## src/rtl/bus_cycle_ctl.sv

```systemverilog
module bus_cycle_ctl #(
  parameter int AW     = 32,
  parameter int DW     = 32,
  parameter int WAIT_W = 4
) (
  input  logic              clk,
  input  logic              rst_n,
  input  logic              req,
  input  logic              req_write,
  input  logic [AW-1:0]     req_addr,
  input  logic [1:0]        req_size,
  input  logic [DW-1:0]     req_wdata,
  input  logic              auto_en,
  input  logic              fast_en,
  input  logic [WAIT_W-1:0] auto_wait,
  input  logic [1:0]        auto_port,
  output logic [AW-1:0]     addr_o,
  output logic [1:0]        size_o,
  output logic              rw_o,
  output logic              as_n,
  output logic              ds_n,
  input  logic [DW-1:0]     d_i,
  output logic [DW-1:0]     d_o,
  output logic              d_oe,
  input  logic [1:0]        dsack_n,
  input  logic              berr_n,
  input  logic              halt_n,
  output logic              done,
  output logic [1:0]        status,
  output logic [1:0]        port,
  output logic [DW-1:0]     rdata
);
  localparam int CW = WAIT_W + 1;

  logic          run;
  logic [CW-1:0] cnt;
  logic [3:0]    sy1, sy2;
  logic [DW-1:0] rcap;

  wire ack_ext  = sy2[1:0] != 2'b11;
  wire bus_err  = !sy2[2];
  wire bus_halt = !sy2[3];
  wire hit_fast = fast_en && cnt == CW'(1);
  wire hit_auto = auto_en && cnt == CW'(auto_wait) + CW'(1);
  wire term     = run && (bus_err || ack_ext || hit_fast || hit_auto);

  wire [1:0] ext_port = (sy2[1:0] == 2'b00) ? 2'b10 :
                        (sy2[1:0] == 2'b01) ? 2'b01 : 2'b00;

  always_ff @(posedge clk or negedge rst_n) begin
    if (!rst_n) begin
      sy1 <= '1;
      sy2 <= '1;
    end else begin
      sy1 <= {halt_n, berr_n, dsack_n};
      sy2 <= sy1;
    end
  end

  always_ff @(posedge clk or negedge rst_n) begin
    if (!rst_n) begin
      run    <= 1'b0;
      cnt    <= '0;
      addr_o <= '0;
      size_o <= 2'b00;
      rw_o   <= 1'b1;
      as_n   <= 1'b1;
      ds_n   <= 1'b1;
      d_o    <= '0;
      done   <= 1'b0;
      status <= 2'b00;
      port   <= 2'b00;
      rdata  <= '0;
    end else begin
      done <= 1'b0;
      if (!run) begin
        if (req) begin
          run    <= 1'b1;
          cnt    <= '0;
          addr_o <= req_addr;
          size_o <= req_size;
          rw_o   <= !req_write;
          d_o    <= req_wdata;
          as_n   <= 1'b0;
          ds_n   <= req_write;
        end
      end else if (term) begin
        run    <= 1'b0;
        as_n   <= 1'b1;
        ds_n   <= 1'b1;
        done   <= 1'b1;
        rdata  <= rcap;
        status <= (bus_err && bus_halt) ? 2'b10 : bus_err ? 2'b01 : 2'b00;
        port   <= ack_ext ? ext_port : auto_port;
      end else begin
        if (cnt != '1) cnt <= cnt + CW'(1);
        if (!rw_o) ds_n <= 1'b0;
      end
    end
  end

  always_ff @(negedge clk or negedge rst_n) begin
    if (!rst_n) begin
      rcap <= '0;
      d_oe <= 1'b0;
    end else begin
      d_oe <= run && !rw_o;
      if (run && rw_o) rcap <= d_i;
    end
  end
endmodule

```

## config.mk

```make
export PLATFORM = sky130hd
export DESIGN_NAME = bus_cycle_ctl
export DESIGN_NICKNAME = d
export VERILOG_FILES = /design/src/rtl/bus_cycle_ctl.sv
export SDC_FILE = /design/constraint.sdc
export NUM_CORES = 1
export LEC_CHECK = 0
export BUFFER_PORTS_ARGS = -buffer_cell sky130_fd_sc_hd__buf_2
export CAP_MARGIN = 20
export CORE_UTILIZATION = 46
export CTS_BUF_LIST = sky130_fd_sc_hd__clkbuf_4
export DETAILED_ROUTE_END_ITERATION = 10
export PLACE_DENSITY = 0.8
export SETUP_SLACK_MARGIN = 0.1
export SYNTH_ARGS = -nofsm -noshare
export SYNTH_HDL_FRONTEND = slang
export SYNTH_SLANG_ARGS = --single-unit
```

## constraint.sdc

```tcl
create_clock -name clk -period 1.79 [get_ports clk]
set_input_delay 0.537 -clock clk [delete_from_list [all_inputs] [get_ports clk]]
set_output_delay 0.537 -clock clk [all_outputs]
set_load 0.01 [all_outputs]
```

# Yosys cells after proc, flatten, opt, wreduce, memory -nomap -nowiden
# Index checks and enable logic that the tools add are counted.
op_classes:
  reduce_logical: 20
  mux: 21
  addsub: 2
  n_bitwise: 1
  n_eq_ne: 9
ops:
  columns: ["operator", "n"]
  rows:
  - ["$mux 5", 4]
  - ["$mux 1", 14]
  - ["$reduce_and 2->1", 4]
  - ["$logic_and 1x1->1", 6]
  - ["$mux 2", 3]
  - ["$add 4x1->5 const B", 1]
  - ["$add 5x1->5 const B", 1]
  - ["$eq 5x1->1 const B", 1]
  - ["$eq 5x5->1", 1]
  - ["$ne 5x5->1 const B", 1]
  - ["$logic_not 1->1", 4]
  - ["$ne 2x1->1 const B", 2]
  - ["$ne 2x2->1 const B", 2]
  - ["$logic_or 1x1->1", 3]
  - ["$ne 3x2->1 const B", 1]
  - ["$reduce_and 3->1", 1]
  - ["$eq 2x1->1 const B", 1]
  - ["$logic_not 2->1", 1]
  - ["$reduce_bool 2->1", 1]
  - ["$not 1->1", 1]
word_totals:
  in_bits: 114
  ff_bits: 153

# Logic depth before layout (Yosys ltp)
# Gate-level depths: netlist of run 1.
logic_depth:
  ltp_word: 7
  ltp_mapped: 8

==> impl_metrics.csv, run 1 <==
group,metric,value,unit
outcome,status,"finished, violations left",
outcome,violations,"negative setup slack",
yosys,syn_inst,379,
yosys,yosysSeqAreaShare,0.642,
drt,wl_per_cell,17.9,um
floorplanning,core,0.0127,mm2
drt,antenna_left,0,
global_routing,grt_pass1_vias,4427,
yosys,synth_area,0.00599,mm2
clocking,path_clk_slew,0.11,ns
sta,fin_skew,0.0805,ns
sta,worst_slew_margin_rel,0.572,
setup_path,cp_max_fo,1,
worst_hold_path,hp-start,"dsack_n[1]",
floorplanning,dieWidth,116,um
setup_path,critPathMaxStageDelay,0.43,ns
yosys,avgSynthCellArea,15.8,um2
sta,setup_viol,70,
placement,hpwl,9840,um
floorplanning,io_pins,221,
yosys,async_flop_share,1.00,
yosys,ys.flop_type,"dfrtp_1",
finish,final_util,0.694,
finish,mostFrequentLayoutCells,"buf_2 (189), dfrtp_1 (105), mux2_2 (92)",
placement,routabilityCongestion,0.825,
clocking,cts_sinks,153,
global_routing,gr-total-overflow,0,
setup_path,r2r_end,"rcap[15]",
global_routing,grt_pass1_wl,22700,um
setup_path,r2r_slack,-0.50,ns
global_routing,grt_max_degree,74,
job,maxCapViolCount,0,
pwr,p_int,7690,uW
yosys,synth_edf_count,0,
pwr,power_frac_comb,0.328,
yosys,yosys_warnings,0,
setup_path,reg2reg_from,"rw_o",
setup_path,required,1.25,ns
setup_path,crit_buf_inv,1,
setup_path,cp_top_family,"flip-flops",
pwr,seqPwrFrac,0.454,
setup_path,setup.worst_path.start_class,"flop",
sta,setup_tns,-19.04,ns
finish,layout_commonest_cell,"buf_2",
worst_hold_path,min_to,"sy1[1]",
drt,dr.pass1.iters,5,
pwr,p_leak,0.00433,uW
setup_path,end_kind,"output pin",
pwr,p_sw_frac,0.284,
yosys,syn_nets,497,
setup_path,critical_path_class,"flop to output pin",
global_routing,use_met2,0.392,
clocking,cts_tree,"done",
global_routing,grt_most_used_layer,"met2",
yosys,synth.top_cells.by_area,"dfrtp_1 (46%), mux2_2 (22%), dfrtn_1 (14%)",
pwr,p_per_area,1220,mW/mm2
pwr,p_clk_frac,0.218,
clocking,cts_htree_levels,4,
finish,nets,803,
sta,slew_viol_final,0,
setup_path,worstPathArrival,1.94,ns
sta,worst_pin_slew,0.642,ns
yosys,yosys_register_bits,153,
setup_path,reg2reg_depth,3,
clocking,worstSkewPairLatency,0.55,ns
drt,via_per_inst,4.96,
finish,layout-drive-gt1-share,0.715,
yosys,synth_top_area_frac,0.455,
yosys,synth_area_leader_cell,"dfrtp_1",
sta,hold_violations,0,
global_routing,gr-usage-met1,0.258,
pwr,p_total,10700,uW
clocking,cts_buffers,17,
finish,final_cell_area,0.00880,mm2
drt,wirelength,15600,um
setup_path,critPathSlowestCell,"dfrtn_1",
drt,first_iter_violations,200,
worst_hold_path,hold_class,"input port to flop",
finish,area_growth,46.9,%
worst_hold_path,min_path_cells,1,
sta,rsz0062_at_grt,"true",
floorplanning,die_y,116,um
clocking,clk_path_buf_depth,2,
finish,fillers,882,
drt,vias,4325,
sta,setup_ws,-0.687,ns
yosys,post_synth_num_cell_types,38,
floorplanning,die_area,0.0135,mm2
pwr,ir_drop,640,uV
placement,portBuffers,220,
pwr,p_sw,3040,uW
sta,hold_slack,0.0836,ns
setup_path,path_cells,"buf_2",
floorplanning,rows,41,
clocking,root_buffer,"clkbuf_4",
global_routing,antenna_found_initial,0,
global_routing,met3_usage,0.0893,
floorplanning,initial_core_util,0.473,
global_routing,grtUsageTotal,0.229,
drt,drc,0,
placement,placed_area,0.00754,mm2
-- worst max-delay path by stage --
stage | from | endpoint | slack (ns) | depth (start not counted)
global route | d_oe | d_oe | -0.74 | 1
floorplan | run | rcap[10] | -0.35 | 4
finish | d_oe | d_oe | -0.69 | 1
CTS | d_oe | d_oe | -0.71 | 1
detailed placement | auto_wait[0] | rdata[14] | -0.50 | 8
global placement | auto_wait[0] | rdata[4] | -0.46 | 8
-- cell usage after synthesis, types with 2 or more instances --
library cell	instances
a21o_1	2
a21oi_1	3
a31oi_1	4
and3_1	2
buf_1	3
buf_6	4
clkbuf_1	10
dfrtn_1	33
dfrtp_1	109
dfstp_2	11
ha_1	4
inv_1	6
mux2_2	116
mux2_4	16
nand2_1	5
nand3_1	7
nand4_1	3
nor2_1	6
nor2b_1	5
nor3_1	2
nor3b_1	2
o211ai_1	4
o21ai_0	4
xnor2_1	4
-- cells by family after synthesis --
family,after synthesis,synth area share
AO/OA/AOI/OAI,23,0.0288
XOR/XNOR,5,0.00731
adder cells (fa/ha/maj),4,0.00836
buffers and inverters,24,0.0203
flip-flops,153,0.642
multiplexers,133,0.260
AND/OR/NAND/NOR,37,0.0336
-- power by group through the flow --
stage	logic [uW]	registers [uW]	clock network (uW)
after detailed placement	2570	4860	0
after CTS	2960	4820	2390
after global placement	2480	4800	0
after global routing	3780	4970	2560
after floorplan	1170	5080	0
final	3530	4870	2340
-- area by class of cell --
class / count / area, um2 / share of cell area
well taps: 172 / 215 / 0.0245
flip-flops and latches: 153 / 3850 / 0.437
diodes: 2 / 5.00 / 0.000569
inverters: 6 / 22.5 / 0.00256
multi-input cells: 202 / 2250 / 0.256
clock inverters: 10 / 151 / 0.0172
repair buffers: 305 / 2140 / 0.243
clock buffers: 22 / 165 / 0.0188
-- layer usage --
| metal | vias up | routed length, um |
|---|---|---|
| li1 | 1963 | - |
| met1 | 2127 | 5830 |
| met4 | 0 | 306 |
| met5 | - | 0 |
| met3 | 22 | 1260 |
| met2 | 213 | 8170 |
-- flip-flops by register name, indices dropped and copies added, names as in the netlist --
| register | flops |
|---|---|
| as_n | 1 |
| size_o | 2 |
| rdata | 32 |
| addr_o | 32 |
| rcap | 32 |
| ds_n | 1 |
| status | 2 |
| d_o | 32 |
| sy2 | 4 |
| port | 2 |
| d_oe | 1 |
| run | 1 |
| sy1 | 4 |
| done | 1 |
| cnt | 5 |
| rw_o | 1 |
-- through the flow --
step                cells  setup slack, ns
finish                872           -0.687
floorplan             379           -0.353
detailed placement    781           -0.497
global route          870           -0.738
global placement      781           -0.459
CTS                   836           -0.712
-- timing repair --
| action | in CTS | in global routing |
|---|---|---|
| setup endpoints to repair | 78 | 171 |
| resized for setup | 49 | 70 |
| hold buffers | 1 | 0 |
| pin swaps | 10 | 13 |
| endpoints found under the hold margin | 26 | 0 |
| cloned | 7 | 0 |
| setup buffers | 15 | 45 |
(Power assumes the default switching activity.)
==> run 2, diff against run 1 <==
CORE_UTILIZATION = 44   (was 46)
CTS_BUF_LIST = default   (was sky130_fd_sc_hd__clkbuf_4)
PLACE_DENSITY = 0.77   (was 0.8)
==> run 2 against run 1 <==
Compared with the run above: the run still ends with negative setup slack left; sequential share of layout area is 0.96 points lower; first-iteration DRC count is 3.0% lower; clock power is 65% higher; total power increased by 10%; wire length fell by 2.5%; global-route usage fell by 1.0 points; largest power group unchanged; highest routed layer unchanged.
==> impl_metrics.csv, run 2 (same netlist as run 1, synthesis figures left out) <==
group,metric,value,unit
outcome,status,"finished, violations left",
outcome,violations,"negative setup slack",
global_routing,antenna_found_initial,2,
sta,setup_viol,70,
drt,drc,0,
drt,dr.pass1.iters,4,
setup_path,worst-path-stages,1,
sta,worst_slew_margin_rel,0.686,
sta,setup_tns,-18.63,ns
placement,pre_cts_slack,-0.547,ns
clocking,cts_buffers,17,
drt,wl_per_cell,18.1,um
finish,final_cell_area,0.00900,mm2
setup_path,worstPathArrival,1.80,ns
pwr,p_per_area,1310,mW/mm2
sta,setup_ws,-0.545,ns
global_routing,gr-total-overflow,0,
global_routing,use_met2,0.366,
setup_path,setup.worst_path.start_class,"flop",
global_routing,gr-usage-met1,0.258,
placement,portBuffers,220,
clocking,cts_tree,"done",
pwr,p_leak,0.00445,uW
drt,via_per_inst,4.99,
setup_path,required,1.25,ns
global_routing,grt_pass1_wl,23400,um
setup_path,reg2reg_from,"rw_o",
finish,final_cells,841,
finish,nets,769,
placement,hpwl,9610,um
finish,mostFrequentLayoutCells,"buf_2 (215), dfrtp_1 (105), mux2_4 (74)",
setup_path,r2r_end,"rcap[21]",
floorplanning,die_y,119,um
finish,layout_commonest_cell,"buf_2",
pwr,ir_drop,677,uV
global_routing,grtUsageTotal,0.219,
setup_path,path_cells,"buf_6",
floorplanning,initial_core_util,0.452,
floorplanning,dieWidth,119,um
placement,routabilityCongestion,0.895,
placement,dp_cells,784,
global_routing,met3_usage,0.0714,
setup_path,critPathMaxStageDelay,0.41,ns
setup_path,cp_max_fo,1,
drt,wirelength,15200,um
clocking,worstSkewPairLatency,0.41,ns
floorplanning,io_pins,221,
global_routing,grt_max_degree,73,
finish,area_growth,50.3,%
sta,worst_pin_slew,0.469,ns
finish,layout-drive-gt1-share,0.706,
sta,fin_skew,0.0268,ns
placement,placed_area,0.00755,mm2
setup_path,cp_top_family,"flip-flops",
sta,hold_violations,0,
job,maxCapViolCount,0,
clocking,cts_sinks,153,
clocking,root_buffer,"clkbuf_16",
drt,antenna_left,0,
floorplanning,rows,42,
setup_path,reg2reg_depth,3,
drt,first_iter_violations,194,
clocking,cts_htree_levels,4,
clocking,clk_path_buf_depth,2,
setup_path,critical_path_class,"flop to output pin",
worst_hold_path,hold_class,"input port to async pin",
setup_path,end_kind,"output pin",
floorplanning,die_area,0.0141,mm2
setup_path,r2r_slack,-0.46,ns
sta,slew_viol_final,0,
drt,vias,4193,
floorplanning,core,0.0132,mm2
setup_path,crit_buf_inv,1,
clocking,path_clk_slew,0.06,ns
sta,hold_slack,0.0688,ns
sta,rsz0062_at_grt,"true",
global_routing,grt_pass1_vias,4537,
global_routing,grt_most_used_layer,"met2",
setup_path,critPathSlowestCell,"dfrtn_1",
==> run 2: cell count changes in the layout (fill, tap and decap cells not counted), moves of 3 or more <==
cell	change
mux2_4	+34
buf_4	-36
mux2_2	-34
buf_6	-31
buf_16	+6
buf_2	+26
buf_12	+5
clkbuf_16	+18
xnor2_1	-3
buf_8	-4
clkbuf_4	-22
==> run 2: power by group <==
| group | internal [uW] | switching, uW | total [uW] |
|---|---|---|---|
| Sequential | 4350 | 515 | 4860 |
| Clock | 2460 | 1390 | 3850 |
| Combinational | 1860 | 1260 | 3110 |
==> run 2: how the worst max path moves through the flow <==
stage	start	endpoint	slack, ns
2_1_floorplan	run	rcap[10]	-0.35
3_3_place_gp	auto_wait[0]	rdata[6]	-0.49
3_5_place_dp	auto_wait[0]	rdata[4]	-0.55
4_1_cts	d_oe	d_oe	-0.56
5_1_grt	d_oe	d_oe	-0.58
6_report	d_oe	d_oe	-0.55
==> run 2: timing repair <==
action	in CTS	in global routing
pin swaps	14	11
setup buffers	12	10
endpoints found under the hold margin	0	0
gates cloned	8	1
setup endpoints to repair	76	77
hold buffers	0	0
gates resized for setup	54	66
==> run 2: metrics by stage <==
stage          total power, uW   util
6_report                 11800  0.679
5_1_grt                  12400  0.679
4_1_cts                  11700  0.658
3_5_place_dp              7420  0.570
3_3_place_gp              7280  0.570
2_1_floorplan             6250      -
==> run 2: cell type report <==
type / instances / area (um2)
inverter: 6 / 22.5
timing repair buffer: 271 / 1870
clock inverter: 13 / 203
sequential: 153 / 3850
antenna: 2 / 5.00
clock buffer: 18 / 429
multi-input combinational: 202 / 2400
tap: 176 / 220
fill: 940 / 4250
==> run 2: layer usage <==
metal / part of all wire / wire length [um]
met1: 0.39 / 5940
met2: 0.51 / 7740
met3: 0.073 / 1100
met4: 0.027 / 405
met5: 0 / 0
==> run 3, diff against run 2 <==
SKIP_LAST_GASP = 1   (was default)
==> run 3 against run 2 <==
Compared with the run above: the flow still finishes with violations (negative setup slack); core utilization decreased by 1.3 points; combinational power fell by 4%; critical endpoint unchanged; register-to-register slack is essentially flat; critical path depth is the same; largest power group unchanged; die area unchanged; first-iteration DRC count down 21%; total power fell by 1.1%; clock-buffer cell count unchanged; clock skew is 0.00080 ns lower; sequential share of layout area is 0.83 points higher.
==> impl_metrics.csv, run 3 (same netlist as run 1, synthesis figures left out) <==
group,metric,value,unit
global_routing,antenna_found_initial,2,
placement,portBuffers,220,
drt,drc,0,
pwr,p_sw_frac,0.268,
clocking,root_buffer,"clkbuf_16",
drt,wirelength,14900,um
clocking,worstSkewPairLatency,0.41,ns
pwr,p_per_area,1330,mW/mm2
worst_hold_path,hold_class,"input port to async pin",
setup_path,end_kind,"output pin",
outcome,status,"finished, violations left",
sta,worst_pin_slew,0.470,ns
sta,rsz0062_at_grt,"true",
floorplanning,die_y,119,um
setup_path,required,1.25,ns
clocking,cts_htree_levels,4,
drt,via_per_inst,4.97,
drt,dr.pass1.iters,4,
finish,mostFrequentLayoutCells,"buf_2 (215), dfrtp_1 (105), mux2_2 (99)",
finish,layout_commonest_cell,"buf_2",
clocking,cts_tree,"done",
setup_path,reg2reg_from,"rw_o",
clocking,cts_buffers,17,
finish,layout-drive-gt1-share,0.704,
floorplanning,rows,42,
finish,nets,769,
finish,regArea,0.00385,mm2
finish,multi_input_area,0.00224,mm2
global_routing,grt_max_degree,73,
pwr,p_clk_frac,0.329,
setup_path,path_cells,"buf_6",
drt,wl_per_cell,17.7,um
global_routing,gr-total-overflow,0,
placement,placed_area,0.00755,mm2
floorplanning,io_pins,221,
clocking,ctsHoldBuffers,0,
setup_path,crit_buf_inv,1,
sta,fin_skew,0.0260,ns
drt,vias,4177,
global_routing,grt_pass1_vias,4540,
sta,slew_viol_final,0,
drt,antenna_left,0,
sta,hold_violations,0,
floorplanning,die_area,0.0141,mm2
setup_path,critPathMaxStageDelay,0.41,ns
setup_path,critPathSlowestCell,"dfrtn_1",
setup_path,r2r_end,"rcap[21]",
placement,dp_cells,784,
setup_path,cp_max_fo,1,
setup_path,cp_top_family,"flip-flops",
setup_path,setup.worst_path.start_class,"flop",
sta,hold_slack,0.0678,ns
clocking,cts_sinks,153,
pwr,ir_drop,671,uV
pwr,power_frac_comb,0.256,
finish,final_cells,841,
pwr,p_leak,0.00428,uW
finish,fillers,964,
placement,hpwl,9610,um
job,maxCapViolCount,0,
pwr,p_int,8570,uW
floorplanning,core,0.0132,mm2
finish,final_util,0.666,
placement,routabilityCongestion,0.895,
clocking,clk_path_buf_depth,2,
outcome,violations,"negative setup slack",
global_routing,grtUsageTotal,0.219,
floorplanning,initial_core_util,0.452,
setup_path,worstPathArrival,1.80,ns
global_routing,grt_pass1_wl,23400,um
setup_path,r2r_slack,-0.46,ns
sta,worst_slew_margin_rel,0.685,
finish,final_cell_area,0.00883,mm2
finish,area_growth,47.4,%
pwr,seqPwrFrac,0.415,
setup_path,critical_path_class,"flop to output pin",
setup_path,reg2reg_depth,3,
sta,setup_viol,70,
clocking,path_clk_slew,0.06,ns
pwr,p_sw,3130,uW
floorplanning,dieWidth,119,um
sta,setup_ws,-0.547,ns
drt,first_iter_violations,154,
[run 3: layer usage]
layer  GRT usage  wire [um]
met5           0          0
met4      0.0981        347
met3      0.0714       1090
met2       0.367       7680
met1       0.257       5780
[run 3: worst register-to-register path: cells and delay by family, from the launching register on]
kind | cells | cell delay, ns
simple gates | 1 | 0.13
flops | 1 | 0.59
mux | 1 | 0.28
buf+inv | 1 | 0.18
[run 3: final cells by class]
class | count | area share
diodes | 2 | 0.000567
clock buffers | 18 | 0.0486
well taps | 176 | 0.0250
repair buffers | 271 | 0.210
flip-flops and latches | 153 | 0.436
inverters | 6 | 0.00255
clock inverters | 13 | 0.0230
multi-input cells | 202 | 0.254
[run 3: how the worst max path moves through the flow]
| stage | start | to | slack, ns | cells past startpoint |
|---|---|---|---|---|
| 6_report | d_oe | d_oe | -0.55 | 1 |
| 3_5_place_dp | auto_wait[0] | rdata[4] | -0.55 | 8 |
| 3_3_place_gp | auto_wait[0] | rdata[6] | -0.49 | 8 |
| 5_1_grt | d_oe | d_oe | -0.58 | 1 |
| 2_1_floorplan | run | rcap[10] | -0.35 | 4 |
| 4_1_cts | d_oe | d_oe | -0.56 | 1 |
[run 3: what timing repair did]
| action | 4_1_cts | 5_1_grt |
|---|---|---|
| setup endpoints to repair | 76 | 77 |
| pin swaps | 13 | 16 |
| resized for setup | 49 | 29 |
| setup buffers | 12 | 11 |
| gates cloned | 8 | 1 |
[run 3: power by group through the flow]
stage,sequential [uW],combinational [uW],clock (uW)
3_5_place_dp,4850,2570,0
2_1_floorplan,5080,1170,0
4_1_cts,4830,2930,3920
6_report,4850,2990,3850
3_3_place_gp,4790,2490,0
5_1_grt,4950,3200,4090
[run 3: metrics by stage]
step           total power (uW)  setup TNS (ns)  setup slack, ns
2_1_floorplan              6250          -20.82           -0.353
3_3_place_gp               7280          -27.48           -0.486
3_5_place_dp               7420          -30.29           -0.547
4_1_cts                   11700          -18.63           -0.561
5_1_grt                   12200          -21.28           -0.577
6_report                  11700          -18.06           -0.547
